**src/rtl/simd_shift_pkg.sv**
```systemverilog
package simd_shift_pkg;
  typedef enum logic [1:0] {
    SH_SRA  = 2'b00,
    SH_SRL  = 2'b01,
    SH_SLL  = 2'b10,
    SH_PASS = 2'b11
  } sh_op_e;

  localparam logic [1:0] MODE_RS = 2'b01;

  typedef struct packed {
    logic ok;
    logic half;
    logic sgn;
  } lane_fmt_t;
endpackage

```
**src/rtl/simd_shift_fmt_dec.sv**
```systemverilog
module simd_shift_fmt_dec
  import simd_shift_pkg::*;
#(
  parameter int IDX_W = 5
) (
  input  logic [IDX_W-1:0] idx_i,
  output lane_fmt_t        fmt_o
);
  localparam int B_LO = 2, BU_LO = 8, H_LO = 16, HU_LO = 24, H_HI = 29;

  always_comb begin
    fmt_o.ok   = (int'(idx_i) >= B_LO) && (int'(idx_i) <= H_HI);
    fmt_o.half = int'(idx_i) >= H_LO;
    fmt_o.sgn  = fmt_o.half ? (int'(idx_i) < HU_LO) : (int'(idx_i) < BU_LO);
  end
endmodule

```
**src/rtl/simd_shift_lane.sv**
```systemverilog
module simd_shift_lane
  import simd_shift_pkg::*;
#(
  parameter int LW = 8,
  localparam int SW = $clog2(LW)
) (
  input  logic [LW-1:0] x_i,
  input  logic [SW-1:0] amt_i,
  input  sh_op_e        op_i,
  input  logic          rs_i,
  input  logic          sgn_i,
  output logic [LW-1:0] res_o,
  output logic          sat_o
);
  localparam logic [LW-1:0] SMAX = {1'b0, {(LW-1){1'b1}}};
  localparam logic [LW-1:0] SMIN = {1'b1, {(LW-1){1'b0}}};

  logic [LW-1:0] sra_v, srl_v, shl_v, back_v, rnd_v;
  logic          last_out, ovf;

  always_comb begin
    sra_v    = LW'($signed(x_i) >>> amt_i);
    srl_v    = x_i >> amt_i;
    last_out = (amt_i == '0) ? 1'b0 : x_i[amt_i - 1'b1];
    rnd_v    = {{(LW-1){1'b0}}, last_out & rs_i};
    shl_v    = x_i << amt_i;
    // overflow if shifting back does not restore the operand
    back_v   = sgn_i ? LW'($signed(shl_v) >>> amt_i) : (shl_v >> amt_i);
    ovf      = back_v != x_i;
    sat_o    = 1'b0;
    unique case (op_i)
      SH_SRA: res_o = sra_v + rnd_v;
      SH_SRL: res_o = srl_v + rnd_v;
      SH_SLL: begin
        if (rs_i && ovf) begin
          sat_o = 1'b1;
          res_o = sgn_i ? (x_i[LW-1] ? SMIN : SMAX) : '1;
        end else begin
          res_o = shl_v;
        end
      end
      default: res_o = x_i;
    endcase
  end
endmodule

```
**src/rtl/simd_shift_unit.sv**
```systemverilog
module simd_shift_unit
  import simd_shift_pkg::*;
#(
  parameter int DATA_W = 32,
  parameter int IMM_W  = 4,
  parameter int IDX_W  = 5
) (
  input  logic              clk_i,
  input  logic              rst_ni,
  input  logic              valid_i,
  input  logic [1:0]        op_i,
  input  logic              imm_sel_i,
  input  logic [1:0]        mode_i,
  input  logic [IDX_W-1:0]  idx_i,
  input  logic [DATA_W-1:0] a_i,
  input  logic [DATA_W-1:0] b_i,
  input  logic [IMM_W-1:0]  imm_i,
  output logic [DATA_W-1:0] result_o,
  output logic              sat_o,
  output logic              valid_o
);
  localparam int BW  = 8;
  localparam int HW  = 16;
  localparam int NB  = DATA_W / BW;
  localparam int NH  = DATA_W / HW;
  localparam int BSW = $clog2(BW);
  localparam int HSW = $clog2(HW);

  lane_fmt_t         fmt;
  sh_op_e            op;
  logic              rs;
  logic [DATA_W-1:0] byte_res, half_res, res_d;
  logic [NB-1:0]     byte_sat;
  logic [NH-1:0]     half_sat;
  logic              sat_d;

  assign op = sh_op_e'(op_i);
  assign rs = (mode_i == MODE_RS);

  simd_shift_fmt_dec #(.IDX_W(IDX_W)) u_dec (
    .idx_i (idx_i),
    .fmt_o (fmt)
  );

  for (genvar g = 0; g < NB; g++) begin : g_byte
    logic [BSW-1:0] amt;
    assign amt = imm_sel_i ? imm_i[BSW-1:0] : b_i[g*BW +: BSW];
    simd_shift_lane #(.LW(BW)) u_lane (
      .x_i   (a_i[g*BW +: BW]),
      .amt_i (amt),
      .op_i  (op),
      .rs_i  (rs),
      .sgn_i (fmt.sgn),
      .res_o (byte_res[g*BW +: BW]),
      .sat_o (byte_sat[g])
    );
  end

  for (genvar g = 0; g < NH; g++) begin : g_half
    logic [HSW-1:0] amt;
    assign amt = imm_sel_i ? imm_i[HSW-1:0] : b_i[g*HW +: HSW];
    simd_shift_lane #(.LW(HW)) u_lane (
      .x_i   (a_i[g*HW +: HW]),
      .amt_i (amt),
      .op_i  (op),
      .rs_i  (rs),
      .sgn_i (fmt.sgn),
      .res_o (half_res[g*HW +: HW]),
      .sat_o (half_sat[g])
    );
  end

  always_comb begin
    if (!fmt.ok) begin
      res_d = '0;
      sat_d = 1'b0;
    end else if (fmt.half) begin
      res_d = half_res;
      sat_d = |half_sat;
    end else begin
      res_d = byte_res;
      sat_d = |byte_sat;
    end
  end

  always_ff @(posedge clk_i or negedge rst_ni) begin
    if (!rst_ni) begin
      result_o <= '0;
      sat_o    <= 1'b0;
      valid_o  <= 1'b0;
    end else begin
      valid_o <= valid_i;
      if (valid_i) begin
        result_o <= res_d;
        sat_o    <= sat_d;
      end
    end
  end


  valid_lat_chk: assert property (@(posedge clk_i) disable iff (!rst_ni)
    valid_o == $past(valid_i && rst_ni));


  hold_chk: assert property (@(posedge clk_i) disable iff (!rst_ni)
    !valid_i |=> $stable(result_o) && $stable(sat_o));


  sat_src_chk: assert property (@(posedge clk_i) disable iff (!rst_ni)
    valid_i && !(op_i == 2'b10 && mode_i == MODE_RS) |=> !sat_o);


  bad_idx_chk: assert property (@(posedge clk_i) disable iff (!rst_ni)
    valid_i && (idx_i < 2 || idx_i > 29) |=> result_o == '0 && !sat_o);


  sat_lane_chk: assert property (@(posedge clk_i) disable iff (!rst_ni)
    valid_i && fmt.ok && !fmt.half && fmt.sgn && byte_sat[0]
      |=> result_o[7:0] == 8'h7F || result_o[7:0] == 8'h80);
endmodule

```
**config.mk**
```make
export PLATFORM = sky130hd
export DESIGN_NAME = simd_shift_unit
export DESIGN_NICKNAME = d
export VERILOG_FILES = /design/src/rtl/simd_shift_pkg.sv /design/src/rtl/simd_shift_fmt_dec.sv /design/src/rtl/simd_shift_lane.sv /design/src/rtl/simd_shift_unit.sv
export SDC_FILE = /design/constraint.sdc
export NUM_CORES = 1
export LEC_CHECK = 0
export ABC_AREA = 1
export BUFFER_PORTS_ARGS = -buffer_cell sky130_fd_sc_hd__buf_2
export CORE_AREA = 5 5 148 256
export DETAILED_ROUTE_END_ITERATION = 8
export DIE_AREA = 0 0 153 261
export PLACE_DENSITY = 0.57
export SLEW_MARGIN = 20
export SYNTH_ARGS = -nofsm -noshare
export SYNTH_HDL_FRONTEND = slang
export SYNTH_SLANG_ARGS = --single-unit
```
**constraint.sdc**
```tcl
create_clock -name clk_i -period 2 [get_ports clk_i]
set_clock_uncertainty 0.15 [all_clocks]
set_input_delay 0 -clock clk_i [delete_from_list [all_inputs] [get_ports clk_i]]
set_output_delay 0 -clock clk_i [all_outputs]
set_load 0.01 [all_outputs]
```
==> results of run 1 <==
## metal layers
layer / global-route usage / wire, µm
met1: 0.3075 / 23250
met5: 0 / 0
met2: 0.6383 / 37130
met4: 0.3490 / 9518
met3: 0.02761 / 4362
## cell families (layout without fill, tap and decap cells)
family / after synthesis / count (layout) / share of synthesized area
flip-flops: 34 / 34 / 0.06956
AND/OR/NAND/NOR: 1609 / 1612 / 0.5660
buffers and inverters: 319 / 1105 / 0.1182
multiplexers: 5 / 5 / 0.004092
other: 0 / 1 / 0
AO/OA/AOI/OAI: 396 / 396 / 0.1844
adder cells (fa/ha/maj): 20 / 20 / 0.02046
XOR/XNOR: 52 / 52 / 0.03723
## path summary, 6_finish.rpt
check	cells after the start	end	startpoint
min	5	result_o[1]	a_i[1]
max in group asynchronous	3	result_o[20]	rst_ni
min in group asynchronous	3	result_o[3]	rst_ni
max	32	result_o[0]	imm_sel_i
min reg2reg	2	result_o[24]	result_o[24]
max reg2reg	2	result_o[11]	result_o[11]
## report_power, final
| part | internal (W) | switching, W |
|---|---|---|
| clock network | 0.000719 | 0.000401 |
| registers | 0.000793 | 0.0000737 |
| logic | 0.00361 | 0.00457 |
## area by class of cell
cell class | instances | area [µm²]
flip-flops and latches | 34 | 850.8
repair buffers | 909 | 7351
clock buffers | 5 | 125.1
inverters | 188 | 760.7
well taps | 470 | 588.1
multi-input cells | 2085 | 11990
fillers | 3271 | 13950
clock inverters | 3 | 68.82
diodes | 1 | 2.502
## through the flow
step | hold WS (ns) | utilization | power, W | instances | area (µm²)
3_5_place_dp | -0.05430 | 0.5234 | 0.007758 | 3593 | 18680
3_3_place_gp | -0.06148 | 0.5234 | 0.007659 | 3593 | 18680
4_1_cts | 0.01276 | 0.5725 | 0.009407 | 3652 | 20430
5_1_grt | 0.05548 | 0.6091 | 0.01075 | 3695 | 21740
2_1_floorplan | -0.4456 | - | 0.004350 | 2435 | 12550
6_report | 0.01612 | 0.6091 | 0.01016 | 3695 | 21740
## critical path: cells and delay by family
family,cells,cell delay (ns)
AOI/OAI and AO/OA,4,0.39
buffers and inverters,8,1.09
muxes,1,0.22
and+or+nand+nor,19,1.67
## repair_timing
action / CTS / global route
buffers inserted: 47 / 42
pin swaps: 87 / 116
setup endpoints to repair: 33 / 33
resized for setup: 263 / 252
hold buffers: 2 / 0
gates cloned: 4 / 1
hold endpoints to repair: 35 / 0
## cells in the final DEF, fill, tap and decap left out, types with 21 or more instances in the layout
cell | synthesis | routed
sky130_fd_sc_hd__a21oi_1 | 102 | 90
sky130_fd_sc_hd__buf_12 | 0 | 45
sky130_fd_sc_hd__buf_2 | 39 | 93
sky130_fd_sc_hd__buf_4 | 17 | 730
sky130_fd_sc_hd__buf_6 | 16 | 31
sky130_fd_sc_hd__dfrtp_1 | 34 | 34
sky130_fd_sc_hd__inv_1 | 162 | 142
sky130_fd_sc_hd__inv_2 | 15 | 26
sky130_fd_sc_hd__nand2_1 | 989 | 847
sky130_fd_sc_hd__nand2_2 | 14 | 112
sky130_fd_sc_hd__nand2_4 | 7 | 44
sky130_fd_sc_hd__nand3_1 | 361 | 238
sky130_fd_sc_hd__nand3_2 | 7 | 95
sky130_fd_sc_hd__nand3_4 | 0 | 36
sky130_fd_sc_hd__nand4_1 | 26 | 26
sky130_fd_sc_hd__nor2_1 | 137 | 122
sky130_fd_sc_hd__o211ai_1 | 32 | 32
sky130_fd_sc_hd__o21ai_0 | 160 | 124
sky130_fd_sc_hd__o21ai_1 | 33 | 45
sky130_fd_sc_hd__o21ai_2 | 4 | 21
sky130_fd_sc_hd__xor2_1 | 38 | 37
## state kept, by name, summed over array words and instances, names as in the netlist
name,flops
sat_o,1
valid_o,1
result_o,32
==> impl_metrics.env, run 1 <==
export IMPL_run_status="finished with violations"
export IMPL_violations="negative setup slack"
export IMPL_worst_slew_pin_slew_ns=0.5485
export IMPL_synth_edf_count=0
export IMPL_synth_area_um2=12230
export IMPL_synth_fp_nets=2536
export IMPL_floorplan_initialDensity=0.3428
export IMPL_routed_via_count=20862
export IMPL_finalSetupTns_ns=-42.30
export IMPL_globalRouteTotalUtil=0.3389
export IMPL_io_buffers=95
export IMPL_crit_required_ns=2.04
export IMPL_cts_tree="built"
export IMPL_netlist_area_leader_share=0.3035
export IMPL_io_count=115
export IMPL_clock_fmax_ghz=0.2972
export IMPL_synth_top_flop_cell="sky130_fd_sc_hd__dfrtp_1"
export IMPL_number_of_setup_violations_in_the_final_report=33
export IMPL_clk_path_buf_depth=2
export IMPL_hold_violations=0
export IMPL_slew_headroom=0.6343
export IMPL_maxSlewViolCount=0
export IMPL_die_x_um=153
export IMPL_worst_setup_path_start_kind="input port"
export IMPL_worst_slack_ns=-1.365
export IMPL_yosys_warnings=0
export IMPL_grt_overflow_total=0
export IMPL_remaining_drc_errors=0
export IMPL_drtPass1Iterations=7
export IMPL_synth_ff_latch_count=34
export IMPL_finalWorstPathRequiredPeriod_ns=3.365
export IMPL_final_period_utilization=1.683
export IMPL_yosysMostFrequentCell="sky130_fd_sc_hd__nand2_1"
export IMPL_die_area_um2=39930
export IMPL_synthCells=2435
export IMPL_synth_top_cells_by_area="sky130_fd_sc_hd__nand2_1, sky130_fd_sc_hd__nand3_1, sky130_fd_sc_hd__dfrtp_1, sky130_fd_sc_hd__o21ai_0, sky130_fd_sc_hd__inv_1"
export IMPL_synthDominantAreaCellType="sky130_fd_sc_hd__nand2_1"
export IMPL_timing_worst_setup_path_type="input port to flop"
export IMPL_die_y_um=261
export IMPL_number_of_rows_in_the_core_area=92
export IMPL_synth_cell_type_count=64
export IMPL_dpl_worst_slack_ns=-1.882
export IMPL_clkSinkCount=34
export IMPL_rsz0062_at_grt="yes"
export IMPL_route_final_wire_length_um=74260
export IMPL_global_route_wire_length_before_repair_um=106600
export IMPL_syn_area_per_cell_um2=5.023
export IMPL_dp_hpwl_um=56300
export IMPL_clk_pin_slew_ns=0.06
export IMPL_synth_seq_area_share=0.06956
export IMPL_worst_hold_path_type="input port to flop"
export IMPL_largest_net_degree_at_the_start_of_global_routing=35
export IMPL_antenna_found_initial=1
export IMPL_drive_gt1_frac=0.4228
export IMPL_layout_area_overhead_vs_synth_pct=77.70
export IMPL_finalNetCount=3324
export IMPL_worst_path_largest_cell_delay_ns=0.26
export IMPL_core_area_um2=35680
export IMPL_slowest_stage="sky130_fd_sc_hd__nor2_4"
export IMPL_initialDrtViolationCount=1717
export IMPL_cap_viol_max_count=0
export IMPL_most_frequent_cells_after_synthesis="sky130_fd_sc_hd__nand2_1, sky130_fd_sc_hd__nand3_1, sky130_fd_sc_hd__inv_1, sky130_fd_sc_hd__o21ai_0, sky130_fd_sc_hd__nor2_1"
export IMPL_synthArstFlopShare=1.000
export IMPL_worst_ir_drop_vdd_mv=0.2884
export IMPL_drt_vias_per_instance=5.646
export IMPL_worst_skew_pair_late_latency_ns=0.30
export IMPL_cts_inserted_buffers=5
export IMPL_route_antenna_remaining_nets=0
export IMPL_htree_levels=2
export IMPL_path_max_fanout=8
export IMPL_critPathArrivalTime_ns=3.41
export IMPL_vias_in_the_first_global_route=20303
export IMPL_ctsRootBufferMaster="sky130_fd_sc_hd__clkbuf_16"
export IMPL_power_density_cell_area_nw_per_um2=467.6
export IMPL_p_leak_nw=11.49
export IMPL_worst_path_most_repeated_cell="sky130_fd_sc_hd__nand2_1"
export IMPL_r2r_slack_ns=1.18
export IMPL_end_kind="flop"
export IMPL_drt_wirelength_per_cell_um=20.10
export IMPL_routabilityCongestion=1.037
Note: power is estimated with default switching activity, not from simulation.
==> run 2, diff against run 1 <==
ABC_AREA = unset   (was 1)
CORE_AREA = 5 5 149 257   (was 5 5 148 256)
DIE_AREA = 0 0 154 262   (was 0 0 153 261)
==> run 2 against run 1 <==
  * The flow still finishes with violations (negative setup slack)
  * Sequential power rose by 4.5%
  * Non-clock buffer count down 26
  * Register-to-register slack lost 0.57 ns
  * Cell count decreased by 19%
  * Sequential share of layout area grew 0.22 points
  * Power shrank 4.3%
  * Setup slack got worse by 0.72 ns
  * Clock power fell by 27%
  * Routed wire length is 22% higher
  * Via count decreased by 7.5%
  * Combinational power shrank 2%
  * Die area is 1.0% higher
==> impl_metrics.env, run 2 <==
export IMPL_sequential_group_share_of_total_power=0.093
export IMPL_antenna_found_initial=0
export IMPL_share_clk_of_total_power=0.085
export IMPL_synth_area_um2=12390
export IMPL_worst_setup_path_start_kind="input port"
export IMPL_fin_util=0.5730
export IMPL_slew_headroom=0.3134
export IMPL_crit_required_ns=2.04
export IMPL_drtPass1Iterations=6
export IMPL_number_of_setup_violations_in_the_final_report=33
export IMPL_yosys_warnings=0
export IMPL_netlist_area_leader_share=0.08321
export IMPL_drive_gt1_frac=0.4631
export IMPL_combinationalPowerShare=0.822
export IMPL_floorplan_initialDensity=0.3450
export IMPL_synth_cell_type_count=93
export IMPL_p_int_w=0.004898
export IMPL_number_of_rows_in_the_core_area=92
export IMPL_max_reg_flops=32
export IMPL_fin_area_um2=20580
export IMPL_synth_fp_nets=1902
export IMPL_synth_top_flop_cell="sky130_fd_sc_hd__dfrtp_1"
export IMPL_globalRouteTotalUtil=0.4294
export IMPL_worst_slew_pin_slew_ns=1.026
export IMPL_synth_edf_count=0
export IMPL_timing_worst_setup_path_type="input port to flop"
export IMPL_synth_seq_area_share=0.06867
export IMPL_worst_slack_ns=-2.089
export IMPL_clk_path_buf_depth=2
export IMPL_route_antenna_remaining_nets=0
export IMPL_most_frequent_cells_after_synthesis="sky130_fd_sc_hd__nand2_1, sky130_fd_sc_hd__nor2_1, sky130_fd_sc_hd__clkbuf_1, sky130_fd_sc_hd__o21ai_0, sky130_fd_sc_hd__a21oi_1"
export IMPL_critPathArrivalTime_ns=4.13
export IMPL_violations="negative setup slack"
export IMPL_worst_path_largest_cell_delay_ns=0.52
export IMPL_maxSlewViolCount=0
export IMPL_run_status="finished with violations"
export IMPL_ctsRootBufferMaster="sky130_fd_sc_hd__clkbuf_16"
export IMPL_p_leak_nw=8.923
export IMPL_largest_net_degree_at_the_start_of_global_routing=35
export IMPL_rsz0062_at_grt="yes"
export IMPL_dpl_instance_area_um2=18760
export IMPL_io_count=115
export IMPL_worst_case_hold_slack_ns=0.2049
export IMPL_clock_fmax_ghz=0.2445
export IMPL_routabilityCongestion=1.082
export IMPL_clkSinkCount=34
export IMPL_switching_power_w=0.004830
export IMPL_sequential_cell_area_um2=850.8
export IMPL_io_buffers=95
export IMPL_regMostFlops="result_o"
export IMPL_syn_area_per_cell_um2=6.880
export IMPL_layout_area_overhead_vs_synth_pct=66.09
export IMPL_route_final_wire_length_um=90600
export IMPL_synthCells=1801
export IMPL_layout_filler_cells=3489
export IMPL_worst_ir_drop_vdd_mv=0.3591
export IMPL_synthDominantAreaCellType="sky130_fd_sc_hd__mux2i_1"
export IMPL_grt_overflow_total=0
export IMPL_reg_largest_list="result_o x32, sat_o x1, valid_o x1"
export IMPL_cts_inserted_buffers=5
export IMPL_r2r_slack_ns=0.61
export IMPL_power_density_cell_area_nw_per_um2=472.7
export IMPL_clk_pin_slew_ns=0.06
export IMPL_synth_top_cells_by_area="sky130_fd_sc_hd__mux2i_1, sky130_fd_sc_hd__dfrtp_1, sky130_fd_sc_hd__nand2_1, sky130_fd_sc_hd__mux4_2, sky130_fd_sc_hd__o21ai_0"
export IMPL_synth_ff_latch_count=34
export IMPL_finalWorstPathRequiredPeriod_ns=4.089
export IMPL_htree_levels=2
export IMPL_vias_in_the_first_global_route=19467
export IMPL_die_x_um=154
export IMPL_final_period_utilization=2.045
export IMPL_layout_common_cells="sky130_fd_sc_hd__buf_4, sky130_fd_sc_hd__nand2_1, sky130_fd_sc_hd__nor2_1"
export IMPL_end_kind="flop"
export IMPL_worst_skew_pair_late_latency_ns=0.29
export IMPL_path_max_fanout=7
export IMPL_finalSetupTns_ns=-65.25
export IMPL_dp_hpwl_um=71690
export IMPL_remaining_drc_errors=0
export IMPL_slowest_stage="sky130_fd_sc_hd__or4_4"
export IMPL_routed_via_count=19298
export IMPL_finalNetCount=2607
export IMPL_cap_viol_max_count=0
export IMPL_die_y_um=262
export IMPL_global_route_wire_length_before_repair_um=128800
export IMPL_yosysMostFrequentCell="sky130_fd_sc_hd__nand2_1"
export IMPL_synthArstFlopShare=1.000
export IMPL_most_frequent_standard_cell_in_the_layout_excluding_fill_and_tap_cells="sky130_fd_sc_hd__buf_4"
export IMPL_worst_hold_path_type="input port to flop"
export IMPL_drt_vias_per_instance=6.480
export IMPL_cts_tree="built"
export IMPL_die_area_um2=40350
export IMPL_drt_wirelength_per_cell_um=30.42
export IMPL_power_switching_fraction=0.4965
export IMPL_multi_input_comb_area_um2=11880
export IMPL_hold_violations=0
export IMPL_initialDrtViolationCount=1632
export IMPL_cp_cell_sequence="buf_12 > mux2_4 > buf_12 > buf_8 > mux4_2 > nand2_2 > buf_4 > nand2_2 > mux2_2 > buf_4 > nor2b_1 > o31ai_1 > mux2i_1 > nor4_4 > buf_4 > nand2_2 > or4_4 > a31o_1"
export IMPL_core_area_um2=35910
## run 2: cell types whose count changed in the layout (fill, tap and decap cells not counted), sizes merged, moves of 28 or more
cell,before,now
mux4,0,35
nor3,16,51
mux2i,5,107
o21ai,197,135
mux2,0,31
buf,905,877
inv,178,27
o221ai,1,35
nand3,369,59
nand2,1014,225
## run 2: timing repair
action | CTS | global route
pin swaps | 33 | 61
endpoints found under the hold margin | 36 | 0
gates cloned | 1 | 2
resized for setup | 95 | 137
setup endpoints to repair | 33 | 33
buffers inserted | 16 | 34
hold buffers | 3 | 0
## run 2: power by group through the flow
stage | combinational, W | clock [W] | sequential [W]
floorplan | 0.00334 | 0 | 0.000932
global placement | 0.00706 | 0 | 0.000909
detailed placement | 0.00709 | 0 | 0.000909
CTS | 0.00738 | 0.000826 | 0.000898
global route | 0.00834 | 0.000851 | 0.000914
finish | 0.00800 | 0.000823 | 0.000906
## run 2: final cells by class
class | instances | share of cell area
inverters | 34 | 0.007478
diodes | 1 | 0.0001216
clock inverters | 1 | 0.0002432
well taps | 470 | 0.02857
clock buffers | 7 | 0.006931
flip-flops and latches | 34 | 0.04134
repair buffers | 883 | 0.3382
multi-input cells | 1548 | 0.5772
## run 2: per-layer routing
layer  routed length, µm  track usage  vias to the layer above  share of wire
li1                    -            -                     8404              -
met1               26540       0.3779                     9168           0.29
met2               45740       0.8002                     1159           0.50
met3                5393      0.06311                      567          0.060
met4               12930       0.4378                        0           0.14
met5                   0            0                        -              0
## run 2: path summary, 6_finish.rpt
check	startpoint	endpoint	cells after the start
max	imm_sel_i	result_o[8]	18
min	idx_i[4]	result_o[18]	4
max reg2reg	result_o[21]	result_o[21]	4
min reg2reg	result_o[28]	result_o[28]	1
max in group asynchronous	rst_ni	result_o[28]	2
min in group asynchronous	rst_ni	result_o[4]	2
## run 2: kinds of logic (layout without fill, tap and decap cells)
| group | Yosys count | in the layout | share of synthesized area |
|---|---|---|---|
| other | 0 | 1 | 0 |
| and+or+nand+nor | 617 | 617 | 0.2291 |
| xor gates and xnor gates | 66 | 66 | 0.04665 |
| muxes | 173 | 173 | 0.1807 |
| adders and majority gates | 20 | 20 | 0.02020 |
| buffers and inverters | 219 | 925 | 0.07331 |
| AOI/OAI and AO/OA | 672 | 672 | 0.3814 |
| DFF | 34 | 34 | 0.06867 |
## run 2: per-stage QoR
| step | power [W] | worst slack (ns) | std cells |
|---|---|---|---|
| 6_report | 0.009727 | -2.089 | 2978 |
| 5_1_grt | 0.01010 | -2.170 | 2977 |
| 4_1_cts | 0.009101 | -2.023 | 2943 |
| 3_5_place_dp | 0.007999 | -2.691 | 2915 |
| 3_3_place_gp | 0.007973 | -2.703 | 2915 |
| 2_1_floorplan | 0.004274 | -2.415 | 1801 |
## run 2: worst max-delay path: cells and delay by family
family          cells  cell delay (ns)
mux                 4             1.40
simple gates        6             1.33
buf+inv             6             0.94
compound gates      2             0.44
